$ cat src/rtl/tma_pkg.sv
package tma_pkg;

    typedef enum logic [1:0] {
        OP_IDLE  = 2'd0,
        OP_LEARN = 2'd1,
        OP_MATCH = 2'd2
    } op_t;

endpackage

$ cat src/rtl/tma_cell.sv
module tma_cell (
    input  logic clk,
    input  logic rst_n,
    input  logic clr,
    input  logic learn,
    input  logic pix,
    output logic hit
);

    logic seen_one;
    logic seen_zero;

    always_ff @(posedge clk or negedge rst_n) begin
        if (!rst_n) begin
            seen_one  <= 1'b0;
            seen_zero <= 1'b0;
        end else if (clr) begin
            seen_one  <= 1'b0;
            seen_zero <= 1'b0;
        end else if (learn) begin
            seen_one  <= seen_one | pix;
            seen_zero <= seen_zero | ~pix;
        end
    end

    always_comb begin
        hit = (seen_zero & ~pix) | (seen_one & pix);
    end

    // a clear leaves the cell untrained
    a_r8_clear_untrained: assert property (@(posedge clk) disable iff (!rst_n)
        clr |=> (!seen_one && !seen_zero));

    // learning a one sets the seen-one flag
    a_r2_learn_sets_flag: assert property (@(posedge clk) disable iff (!rst_n)
        (learn && !clr && pix) |=> seen_one);

    // flags never drop without a clear
    a_r2_flags_sticky: assert property (@(posedge clk) disable iff (!rst_n)
        (!clr && seen_zero) |=> seen_zero);

endmodule

$ cat src/rtl/tma_slice.sv
module tma_slice #(
    parameter int ROWS = 8,
    parameter int COLS = 8,
    localparam int PIX = ROWS * COLS
) (
    input  logic           clk,
    input  logic           rst_n,
    input  logic           clr,
    input  logic           learn,
    input  logic [PIX-1:0] image,
    output logic           hit
);

    logic [PIX-1:0] cell_hit;

    for (genvar r = 0; r < ROWS; r++) begin : g_row
        for (genvar c = 0; c < COLS; c++) begin : g_col
            tma_cell u_cell (
                .clk   (clk),
                .rst_n (rst_n),
                .clr   (clr),
                .learn (learn),
                .pix   (image[r*COLS+c]),
                .hit   (cell_hit[r*COLS+c])
            );
        end
    end

    always_comb begin
        hit = &cell_hit;
    end

endmodule

$ cat src/rtl/tma_encoder.sv
module tma_encoder #(
    parameter int SLICES = 8,
    parameter int CODE_W = 8,
    parameter logic [CODE_W-1:0] CODE_BASE = CODE_W'(8'h41)
) (
    input  logic [SLICES-1:0] match,
    output logic [CODE_W-1:0] code,
    output logic              valid,
    output logic              multi
);

    always_comb begin
        code  = '0;
        valid = 1'b0;
        for (int k = SLICES - 1; k >= 0; k--) begin
            if (match[k]) begin
                code  = CODE_BASE + CODE_W'(k);
                valid = 1'b1;
            end
        end
        multi = |(match & (match - SLICES'(1)));
    end

    // no valid means an all-zero code
    always_comb begin
        a_r9_idle_code: assert (valid || (code == '0));
    end

endmodule

$ cat src/rtl/tma_top.sv
module tma_top #(
    parameter int ROWS   = 8,
    parameter int COLS   = 8,
    parameter int SLICES = 8,
    parameter int CODE_W = 8,
    parameter logic [CODE_W-1:0] CODE_BASE = CODE_W'(8'h41),
    localparam int PIX = ROWS * COLS
) (
    input  logic              clk,
    input  logic              rst_n,
    input  logic [PIX-1:0]    image,
    input  logic [SLICES-1:0] slice_sel,
    input  logic              load,
    input  logic              comp,
    input  logic [SLICES-1:0] slice_clr,
    output logic [SLICES-1:0] match_reg,
    output logic [CODE_W-1:0] code,
    output logic              code_valid,
    output logic              multi_match
);

    import tma_pkg::*;

    op_t               op;
    logic [SLICES-1:0] slice_learn;
    logic [SLICES-1:0] slice_hit;

    // per-cycle command decode; compare wins over load
    always_comb begin
        unique case ({load, comp})
            2'b00:   op = OP_IDLE;
            2'b10:   op = OP_LEARN;
            2'b01:   op = OP_MATCH;
            2'b11:   op = OP_MATCH;
            default: op = OP_IDLE;
        endcase
    end

    always_comb begin
        for (int k = 0; k < SLICES; k++) begin
            slice_learn[k] = (op == OP_LEARN) && slice_sel[k];
        end
    end

    for (genvar s = 0; s < SLICES; s++) begin : g_slice
        tma_slice #(
            .ROWS (ROWS),
            .COLS (COLS)
        ) u_slice (
            .clk   (clk),
            .rst_n (rst_n),
            .clr   (slice_clr[s]),
            .learn (slice_learn[s]),
            .image (image),
            .hit   (slice_hit[s])
        );
    end

    always_ff @(posedge clk or negedge rst_n) begin
        if (!rst_n) begin
            match_reg <= '0;
        end else if (op == OP_MATCH) begin
            match_reg <= slice_hit;
        end
    end

    tma_encoder #(
        .SLICES    (SLICES),
        .CODE_W    (CODE_W),
        .CODE_BASE (CODE_BASE)
    ) u_enc (
        .match (match_reg),
        .code  (code),
        .valid (code_valid),
        .multi (multi_match)
    );

    // a compare edge captures the slice results
    a_r5_capture: assert property (@(posedge clk) disable iff (!rst_n)
        comp |=> (match_reg == $past(slice_hit)));

    // the register holds between compares
    a_r6_hold: assert property (@(posedge clk) disable iff (!rst_n)
        !comp |=> $stable(match_reg));

    // no slice learns during a compare
    a_r7_no_learn_in_compare: assert property (@(posedge clk) disable iff (!rst_n)
        comp |-> (slice_learn == '0));

    // a multiple match implies a valid code
    a_r10_multi_valid: assert property (@(posedge clk) disable iff (!rst_n)
        multi_match |-> code_valid);

endmodule

$ cat config.mk
export PLATFORM = sky130hd
export DESIGN_NAME = tma_top
export DESIGN_NICKNAME = d
export VERILOG_FILES = /design/src/rtl/tma_pkg.sv /design/src/rtl/tma_cell.sv /design/src/rtl/tma_slice.sv /design/src/rtl/tma_encoder.sv /design/src/rtl/tma_top.sv
export SDC_FILE = /design/constraint.sdc
export NUM_CORES = 2
export LEC_CHECK = 0
export ABC_AREA = 1
export BUFFER_PORTS_ARGS = -buffer_cell sky130_fd_sc_hd__buf_2
export CAP_MARGIN = 20
export CORE_AREA = 2 2 299 301
export CTS_BUF_LIST = sky130_fd_sc_hd__clkbuf_4
export CTS_CLUSTER_SIZE = 24
export DETAILED_ROUTE_END_ITERATION = 10
export DIE_AREA = 0 0 301 303
export PLACE_DENSITY = 0.71
export SYNTH_ARGS = -nofsm -noshare
export SYNTH_HDL_FRONTEND = slang
export SYNTH_SLANG_ARGS = --single-unit
$ cat constraint.sdc
create_clock -name clk -period 1.65 [get_ports clk]
set_input_delay 0.33 -clock clk [delete_from_list [all_inputs] [get_ports clk]]
set_output_delay 0.33 -clock clk [all_outputs]
set_load 0.005 [all_outputs]
==> impl_metrics.ini <==
[cells_and_area]
final_common_cell = nand2_1
utilization_pct = 64.7
final-instance-count-excl-fill = 8043
area_delta_synth_final_pct = 18.2
layout-drive-gt1-share_pct = 15.3
layout.nets = 6768
fill_cells = 7429
most-common-layout-cells = nand2_1, dfrtp_1, a21oi_1

[hold_path]
min_from = image[29]
hold_depth = 4
hold_class = in2reg

[logic_synthesis]
avgSynthCellArea_um2 = 7.80
synth_cell_types = 23
yosys_warnings = 0
synth_area_mm2 = 0.0481
synth_cells = 6171
ys_seq_area_share_pct = 53.7
ys_seq_elements = 1032

[outcome]
status = complete, but fails checks
violations = setup timing

[floorplan]
coreArea_mm2 = 0.0880
rows = 109
die_area_mm2 = 0.0912
die-height_um = 303
die_x_um = 301
initial_core_util_pct = 54.7
io_pins = 102

[placement]
post-dp-hpwl_mm = 88.5
io_buffers = 98
place_congestion = 0.930
dpl.cell_count = 7438

[sta]
rsz0062_at_grt = true
slew_viol_final = 0
slew-limit-headroom_pct = 39.2
setup_viol = 24
skew_ns = 0.0743
fin_ws_ns = -1.17
worst_hold_slack_ns = 0.0564
maxClockFrequency_ghz = 0.355
finalCriticalPeriod_ns = 2.82
finalHoldViolations = 0
worstMarginPinSlew_ns = 0.909
fin_crit_sh_pct = 171

[global_route]
grt_max_degree = 74
grt_overflow_total = 0
grt_usage_pct = 29.8
grt_first_pass_wirelength_mm = 214
antenna_found_initial = 9
grt_pass1_vias = 40775

[route]
first_pass_iters = 6
viasPerCell = 5.15
first_iter_violations = 3252
wire_per_inst_um = 16.5
drc = 0
postRouteAntennaNets = 0
wirelength_mm = 133
routed-via-count = 41383

[clock_tree]
clk_path_buf_depth = 4
cts-htree-levels = 5
path_clk_slew_ns = 0.06
cts_tree = done
cts-root-buf = clkbuf_4
clock_latency_ns = 1.22
cts_buffers = 297
clock_sinks = 1032

[setup_path]
cp_num_buf_inv = 4
worstPathArrival_ns = 2.49
reg2reg_slack_ns = 0.04
crit_chain = nor2_4 > inv_2 > buf_6 > nor4_4 > buf_4 > buf_6
path_class = reg2out
startpoint = match_reg[3]
r2r-end = match_reg[6]
cp-start-kind = flop
worstRegToRegCells = 10
slowest_delay_ns = 0.46
cp_max_fo = 3
worstSetupEndpointType = output pin
cp.required_ns = 1.32
crit_path_frequent_cell = buf_6
cp_top_family = buffers and inverters
slowest_stage = dfrtp_2

[power]
p_leak_uw = 0.0265
power_density_mw_per_mm2 = 961
vdd_drop_max_mv = 0.777

[job]
drv_cap = 0
power by group:
group	internal, uW	total [uW]	switching, uW
combinational	1930	5520	3580
sequential	26200	26500	332
clock	12100	22600	10500
area by class of cell:
class                           count  area [um^2]  area share (%)
Antenna cell                       15         37.5          0.0660
Clock buffer                      444         3330            5.86
Clock inverter                     34          139           0.244
Inverter                          973         3650            6.42
Multi-Input combinational cell   3762        16200            28.4
Sequential cell                  1032        25800            45.4
Tap cell                         1165         1460            2.56
Timing Repair Buffer              618         6260            11.0
repair_timing:
| action | CTS | global route |
|---|---|---|
| buffers inserted | 3 | 3 |
| gates resized for setup | 48 | 39 |
| setup endpoints to repair | 19 | 32 |
| hold buffers | 107 | 3 |
| hold endpoints to repair | 2064 | 195 |
| pin swaps | 3 | 7 |
per-layer routing:
metal | track usage [%] | share of wire, % | wire length (um) | vias to the layer above
met5 | 0 | 0.035 | 46 | -
met4 | 13.2 | 3.5 | 4650 | 6
met3 | 4.68 | 6.7 | 8900 | 300
met2 | 48.6 | 48 | 63300 | 1444
met1 | 39.7 | 42 | 56200 | 19644
li1 | - | - | - | 19989
tightest hold or removal path: cells and delay by family:
kind                   cells  cell delay, ns
buffers and inverters      2            0.70
AND/OR/NAND/NOR            1            0.07
AO/OA/AOI/OAI              1            0.05
cells in the mapped netlist (all sizes together):
master,number,area (um^2)
o2111ai,1,8.76
o22ai,1,6.26
clkbuf,156,601
nor2,369,1450
o21a,4,30.0
dfrtp,1032,25800
buf,250,2060
o21ai,342,1710
nor3,24,120
a21oi,1031,5160
nand2,1970,7410
nand3,16,80.1
conb,1,3.75
inv,973,3650
nor4,1,6.26
worst max-delay path by stage:
stage | to | slack, ns | cells after the start
floorplan | code[6] | 0.20 | 5
global placement | match_reg[1] | -0.50 | 9
detailed placement | match_reg[1] | -0.51 | 9
CTS | code[1] | -1.15 | 5
global route | code[3] | -1.25 | 6
finish | code[3] | -1.17 | 6
cells by family after synthesis:
kind of cell / share of synthesized area [%]
AND/OR/NAND/NOR: 18.8
AO/OA/AOI/OAI: 14.4
buffers and inverters: 13.1
flip-flops: 53.7
other: 0.00779
stage by stage:
stage	cell area (um^2)	worst slack [ns]	power (uW)	TNS, ns
2_1_floorplan	48100	0.196	29900	0
3_3_place_gp	52000	-0.502	32100	-2.67
3_5_place_dp	52000	-0.511	32200	-3.30
4_1_cts	56700	-1.15	55100	-15.33
5_1_grt	56900	-1.25	57300	-15.89
6_report	56900	-1.17	54700	-14.69
Power figures use the tool's default switching activity.
